===== src/rtl/hit_stamp_pkg.sv =====
package hit_stamp_pkg;

    // Capture mode selection
    typedef enum logic {
        CAP_TRIGGERED = 1'b0,
        CAP_SELF      = 1'b1
    } cap_mode_e;

    localparam int DEF_PADS   = 64;
    localparam int DEF_TS_W   = 24;
    localparam int DEF_ADDR_W = 16;
    localparam int DEF_THR_W  = 8;
    localparam int DEF_DEPTH  = 4;
    localparam int DEF_DROP_W = 8;

    // FIFO operation for one cycle
    typedef struct packed {
        logic accept;
        logic pop;
        logic drop;
    } fifo_op_t;

    // Circular index advance
    function automatic int unsigned ring_next(int unsigned idx, int unsigned depth);
        return (idx == depth - 1) ? 0 : idx + 1;
    endfunction

endpackage


===== src/rtl/hs_timebase.sv =====
module hs_timebase #(
    parameter int TS_W = 24
) (
    input  logic            clk,
    input  logic            rst,
    input  logic            tick,
    input  logic            clear,
    output logic [TS_W-1:0] ts
);

    always_ff @(posedge clk) begin
        if (rst || clear) begin
            ts <= '0;
        end else if (tick) begin
            ts <= ts + 1'b1;
        end
    end

endmodule


===== src/rtl/hs_capture.sv =====
module hs_capture
    import hit_stamp_pkg::*;
#(
    parameter int PADS   = 64,
    parameter int TS_W   = 24,
    parameter int ADDR_W = 16,
    localparam int REC_W = TS_W + ADDR_W + PADS
) (
    input  logic              mode_self,
    input  logic              trig_in,
    input  logic [PADS-1:0]   pad_hit,
    input  logic [TS_W-1:0]   ts,
    input  logic [ADDR_W-1:0] addr,
    output logic              fire,
    output logic [REC_W-1:0]  rec
);

    cap_mode_e mode;

    always_comb begin
        mode = cap_mode_e'(mode_self);
        unique case (mode)
            CAP_SELF:      fire = |pad_hit;
            CAP_TRIGGERED: fire = trig_in;
            default:       fire = 1'b0;
        endcase
        rec = {ts, addr, pad_hit};
    end

endmodule


===== src/rtl/hs_fifo.sv =====
module hs_fifo
    import hit_stamp_pkg::*;
#(
    parameter int W      = 104,
    parameter int DEPTH  = 4,
    parameter int DROP_W = 8
) (
    input  logic              clk,
    input  logic              rst,
    input  logic              push,
    input  logic [W-1:0]      din,
    output logic              out_valid,
    input  logic              out_ready,
    output logic [W-1:0]      dout,
    output logic [DROP_W-1:0] drop_cnt
);

    localparam int PW = (DEPTH > 1) ? $clog2(DEPTH) : 1;
    localparam int CW = $clog2(DEPTH + 1);

    logic [W-1:0]  mem [DEPTH];
    logic [PW-1:0] wr_ptr, rd_ptr;
    logic [CW-1:0] count;
    logic          full;
    fifo_op_t      op;

    always_comb begin
        full      = (count == CW'(DEPTH));
        out_valid = (count != '0);
        op.pop    = out_valid && out_ready;
        op.accept = push && !full;
        op.drop   = push && full;
        dout      = mem[rd_ptr];
    end

    always_ff @(posedge clk) begin
        if (op.accept) begin
            mem[wr_ptr] <= din;
        end
    end

    always_ff @(posedge clk) begin
        if (rst) begin
            wr_ptr   <= '0;
            rd_ptr   <= '0;
            count    <= '0;
            drop_cnt <= '0;
        end else begin
            if (op.accept) begin
                wr_ptr <= PW'(ring_next(int'(wr_ptr), DEPTH));
            end
            if (op.pop) begin
                rd_ptr <= PW'(ring_next(int'(rd_ptr), DEPTH));
            end
            case ({op.accept, op.pop})
                2'b10:   count <= count + 1'b1;
                2'b01:   count <= count - 1'b1;
                default: count <= count;
            endcase
            if (op.drop && (drop_cnt != '1)) begin
                drop_cnt <= drop_cnt + 1'b1;
            end
        end
    end

endmodule


===== src/rtl/hit_stamper.sv =====
module hit_stamper
    import hit_stamp_pkg::*;
#(
    parameter int PADS       = DEF_PADS,
    parameter int TS_W       = DEF_TS_W,
    parameter int ADDR_W     = DEF_ADDR_W,
    parameter int THR_W      = DEF_THR_W,
    parameter int FIFO_DEPTH = DEF_DEPTH,
    parameter int DROP_W     = DEF_DROP_W
) (
    input  logic                       clk,
    input  logic                       rst,
    input  logic                       ts_tick,
    input  logic                       ts_clear,
    input  logic                       mode_self,
    input  logic                       trig_in,
    input  logic [PADS-1:0]            pad_hit,
    input  logic [ADDR_W-1:0]          chip_addr,
    input  logic                       thr_wr_en,
    input  logic [THR_W-1:0]           thr_wr_data,
    output logic [THR_W-1:0]           thr_value,
    output logic                       rec_valid,
    input  logic                       rec_ready,
    output logic [TS_W+ADDR_W+PADS-1:0] rec_data,
    output logic [DROP_W-1:0]          drop_count
);

    localparam int REC_W = TS_W + ADDR_W + PADS;

    logic [TS_W-1:0]  ts_now;
    logic             cap_fire;
    logic [REC_W-1:0] cap_rec;

    // Shared threshold register
    always_ff @(posedge clk) begin
        if (rst) begin
            thr_value <= '0;
        end else if (thr_wr_en) begin
            thr_value <= thr_wr_data;
        end
    end

    hs_timebase #(.TS_W(TS_W)) u_timebase (
        .clk   (clk),
        .rst   (rst),
        .tick  (ts_tick),
        .clear (ts_clear),
        .ts    (ts_now)
    );

    hs_capture #(.PADS(PADS), .TS_W(TS_W), .ADDR_W(ADDR_W)) u_capture (
        .mode_self (mode_self),
        .trig_in   (trig_in),
        .pad_hit   (pad_hit),
        .ts        (ts_now),
        .addr      (chip_addr),
        .fire      (cap_fire),
        .rec       (cap_rec)
    );

    hs_fifo #(.W(REC_W), .DEPTH(FIFO_DEPTH), .DROP_W(DROP_W)) u_fifo (
        .clk       (clk),
        .rst       (rst),
        .push      (cap_fire),
        .din       (cap_rec),
        .out_valid (rec_valid),
        .out_ready (rec_ready),
        .dout      (rec_data),
        .drop_cnt  (drop_count)
    );

endmodule


===== config.mk =====
export PLATFORM = sky130hd
export DESIGN_NAME = hit_stamper
export DESIGN_NICKNAME = d
export VERILOG_FILES = /design/src/rtl/hit_stamp_pkg.sv /design/src/rtl/hs_timebase.sv /design/src/rtl/hs_capture.sv /design/src/rtl/hs_fifo.sv /design/src/rtl/hit_stamper.sv
export SDC_FILE = /design/constraint.sdc
export NUM_CORES = 1
export LEC_CHECK = 0
export BUFFER_PORTS_ARGS = -buffer_cell sky130_fd_sc_hd__buf_4
export CAP_MARGIN = 5
export CORE_ASPECT_RATIO = 0.7
export CORE_MARGIN = 3
export CORE_UTILIZATION = 30
export CTS_CLUSTER_SIZE = 14
export DETAILED_ROUTE_END_ITERATION = 10
export HOLD_SLACK_MARGIN = 0.06
export SLEW_MARGIN = 10
export SYNTH_ARGS = -nofsm -noshare
export SYNTH_HDL_FRONTEND = slang
export SYNTH_HIERARCHICAL = 1
export SYNTH_SLANG_ARGS = --single-unit

===== constraint.sdc =====
create_clock -name clk -period 9.4 [get_ports clk]
set_input_delay 1.88 -clock clk [delete_from_list [all_inputs] [get_ports clk]]
set_output_delay 1.88 -clock clk [all_outputs]
set_load 0.03 [all_outputs]

==> results_dict.tcl <==
set metrics [dict create \
    synth_seq_cells 465 \
    skew_ps 8.83 \
    grt_first_pass_wirelength_um 57400 \
    hold_viol_final 0 \
    clock-root-buffer "clkbuf_16" \
    rsz0062_at_grt "false" \
    die_w_um 300 \
    async_reset_ff_frac 0 \
    start_util 0.307 \
    wl_per_cell_um 20.2 \
    synth-seq-area-share 0.741 \
    hold_class "flop to flop" \
    antenna_found_initial 4 \
    insertion_delay_ps 560 \
    post-route-drc-count 0 \
    timing.slew.headroom 0.250 \
    grt_max_degree 69 \
    clock_sinks 465 \
    ir_drop_uv 148 \
    ys.flop_type "edfxtp_1" \
    timing.final.crit_share 0.526 \
    drv_cap 0 \
    htreeDepth 2 \
    syn_avg_cell_area_sq_um 19.8 \
    clk_pin_slew_ps 60 \
    r2r_cells 4 \
    worstPathArrival_ps 3070 \
    globalRouteOverflowTotal 0 \
    ant_nets 0 \
    total_leakage_power_nw 7.15 \
    drt_iter0_drc 510 \
    yosys_warnings 6 \
    synth_cells 916 \
    grt_pass1_vias 8991 \
    max-clock-path-buffers 3 \
    report.final.slew_viol_count 0 \
    worst_pin_slew_ps 1130 \
    syn_nets 1021 \
    hpwlAfterDp_um 23600 \
    die_height_um 212 \
    wirelength_um 38200 \
    cts_setup_buffers 0 \
    cts_resized 0 \
    die-area_sq_mm 0.0636 \
    cp.required_ps 7520 \
    io_buffers 216 \
    cts_tree "yes" \
    area_delta_synth_final_pct 17.7 \
    rows 74 \
    synth_edf_count 416 \
    outcome "completed" \
    synth_area_sq_mm 0.0182 \
    num-nets-final 1158 \
    vias_per_cell 4.59 \
    core-area_sq_mm 0.0592 \
    finalCriticalPeriod_ps 4950 \
    gp_congestion 0.704 \
    ios 217 \
    end_kind "primary output" \
    dp_slack_ps 3860 \
    synthDistinctLibCells 45 \
    drive_gt1_frac 0.379 \
    ctsHoldBuffers 0 \
    worstSetupStartpointType "flop" \
    diodes 0 \
    setup_tns_ps 0 \
    path_max_fanout 38 \
    fin_ws_ps 4450 \
    setup_violations 0 \
    vias 8665 \
    critical_path_class "flop to primary output" \
    fmax_mhz 202 \
    power_density_mw_per_mm2 290 \
    hold_depth 2 \
    grt_usage 0.120 \
    first_pass_iters 4 \
    numCtsBuffers 46 \
]
layout by cell type (no fill, tap or decap), types with 9 or more instances in the layout:
cell type	count
edfxtp_1	416
buf_4	224
mux4_2	104
clkbuf_16	49
dfxtp_1	47
nor2_1	35
nor4_1	16
nand2_1	16
a21oi_1	16
mux2i_1	14
inv_1	12
clkbuf_1	11
xor2_1	11
nand4_1	9
metal layers:
layer,up-vias,track usage,wire length (um)
met1,4522,0.164,17000
met3,52,0.0362,2780
met5,-,0,61
met4,8,0.0319,692
met2,232,0.188,17700
li1,3851,-,-
synthesized netlist by cell type, drive strengths merged (2+ instances only):
master,instances,share of area
nand3,8,0.0022
xnor2,5,0.0024
a31oi,2,0.00069
mux4,104,0.13
and2,4,0.0014
xor2,11,0.0053
and4,3,0.0015
o31ai,6,0.0025
nand4,10,0.0043
mux2i,14,0.0077
a21oi,16,0.0044
ha,8,0.0055
nor2,35,0.0072
o21ai,9,0.0025
and3,3,0.0010
edfxtp,416,0.69
nand2,16,0.0033
o211ai,4,0.0024
nor3,2,0.00055
or3,10,0.0036
or4,9,0.0042
dfxtp,49,0.054
buf,128,0.053
clkbuf,7,0.0014
nor4,17,0.0062
inv,12,0.0025
worst paths after layout:
path,from,to,slack (ps)
setup / recovery,flop,rec_data[14],4450
hold reg to reg,u_fifo/rd_ptr[1],flop,480
hold / removal,u_fifo/rd_ptr[1],flop,480
setup reg to reg,u_fifo/count[1],u_fifo/mem[0][56],6260
power breakdown:
group          total (mW)  internal (mW)  switching, mW
Clock                1.80           1.04          0.762
Combinational        1.68          0.649           1.03
Sequential           2.71           2.60          0.109
cell families after synthesis:
kind of cell	synth area share
XOR/XNOR	0.00771
adder cells (fa/ha/maj)	0.00661
AO/OA/AOI/OAI	0.0134
flip-flops	0.741
buffers and inverters	0.0564
multiplexers	0.137
AND/OR/NAND/NOR	0.0380
flip-flops by register name, indices dropped and copies added, names as in the netlist, named ones only:
register / count
thr_value: 8
u_fifo/count: 3
u_fifo/drop_cnt: 8
u_fifo/mem: 416
u_fifo/rd_ptr: 2
u_fifo/wr_ptr: 2
u_timebase/ts: 24
critical path, stage by stage, from the launching register on:
cell and delay [ps]:
dfxtp_4 870, buf_4 760, mux4_2 620, buf_4 190
through the flow:
| step | utilization | area [sq um] | hold WS (ps) | power [mW] | cells |
|---|---|---|---|---|---|
| detailed placement | 0.336 | 19900 | 475 | 4.50 | 1803 |
| global route | 0.361 | 21400 | 530 | 6.49 | 1889 |
| global placement | 0.336 | 19900 | 462 | 4.47 | 1803 |
| floorplan | - | 18200 | 447 | 3.87 | 916 |
| finish | 0.361 | 21400 | 484 | 6.19 | 1889 |
| CTS | 0.361 | 21400 | 485 | 6.34 | 1889 |
area by class of cell:
type                            count  area, sq um
Fill cell                        5431        37800
Inverter                           12         45.0
Multi-Input combinational cell    304         3690
Sequential cell                   465        13500
Clock inverter                     26          224
Timing Repair Buffer              224         1680
Clock buffer                       60         1270
Tap cell                          798          998
Power figures use the tool's default switching activity.
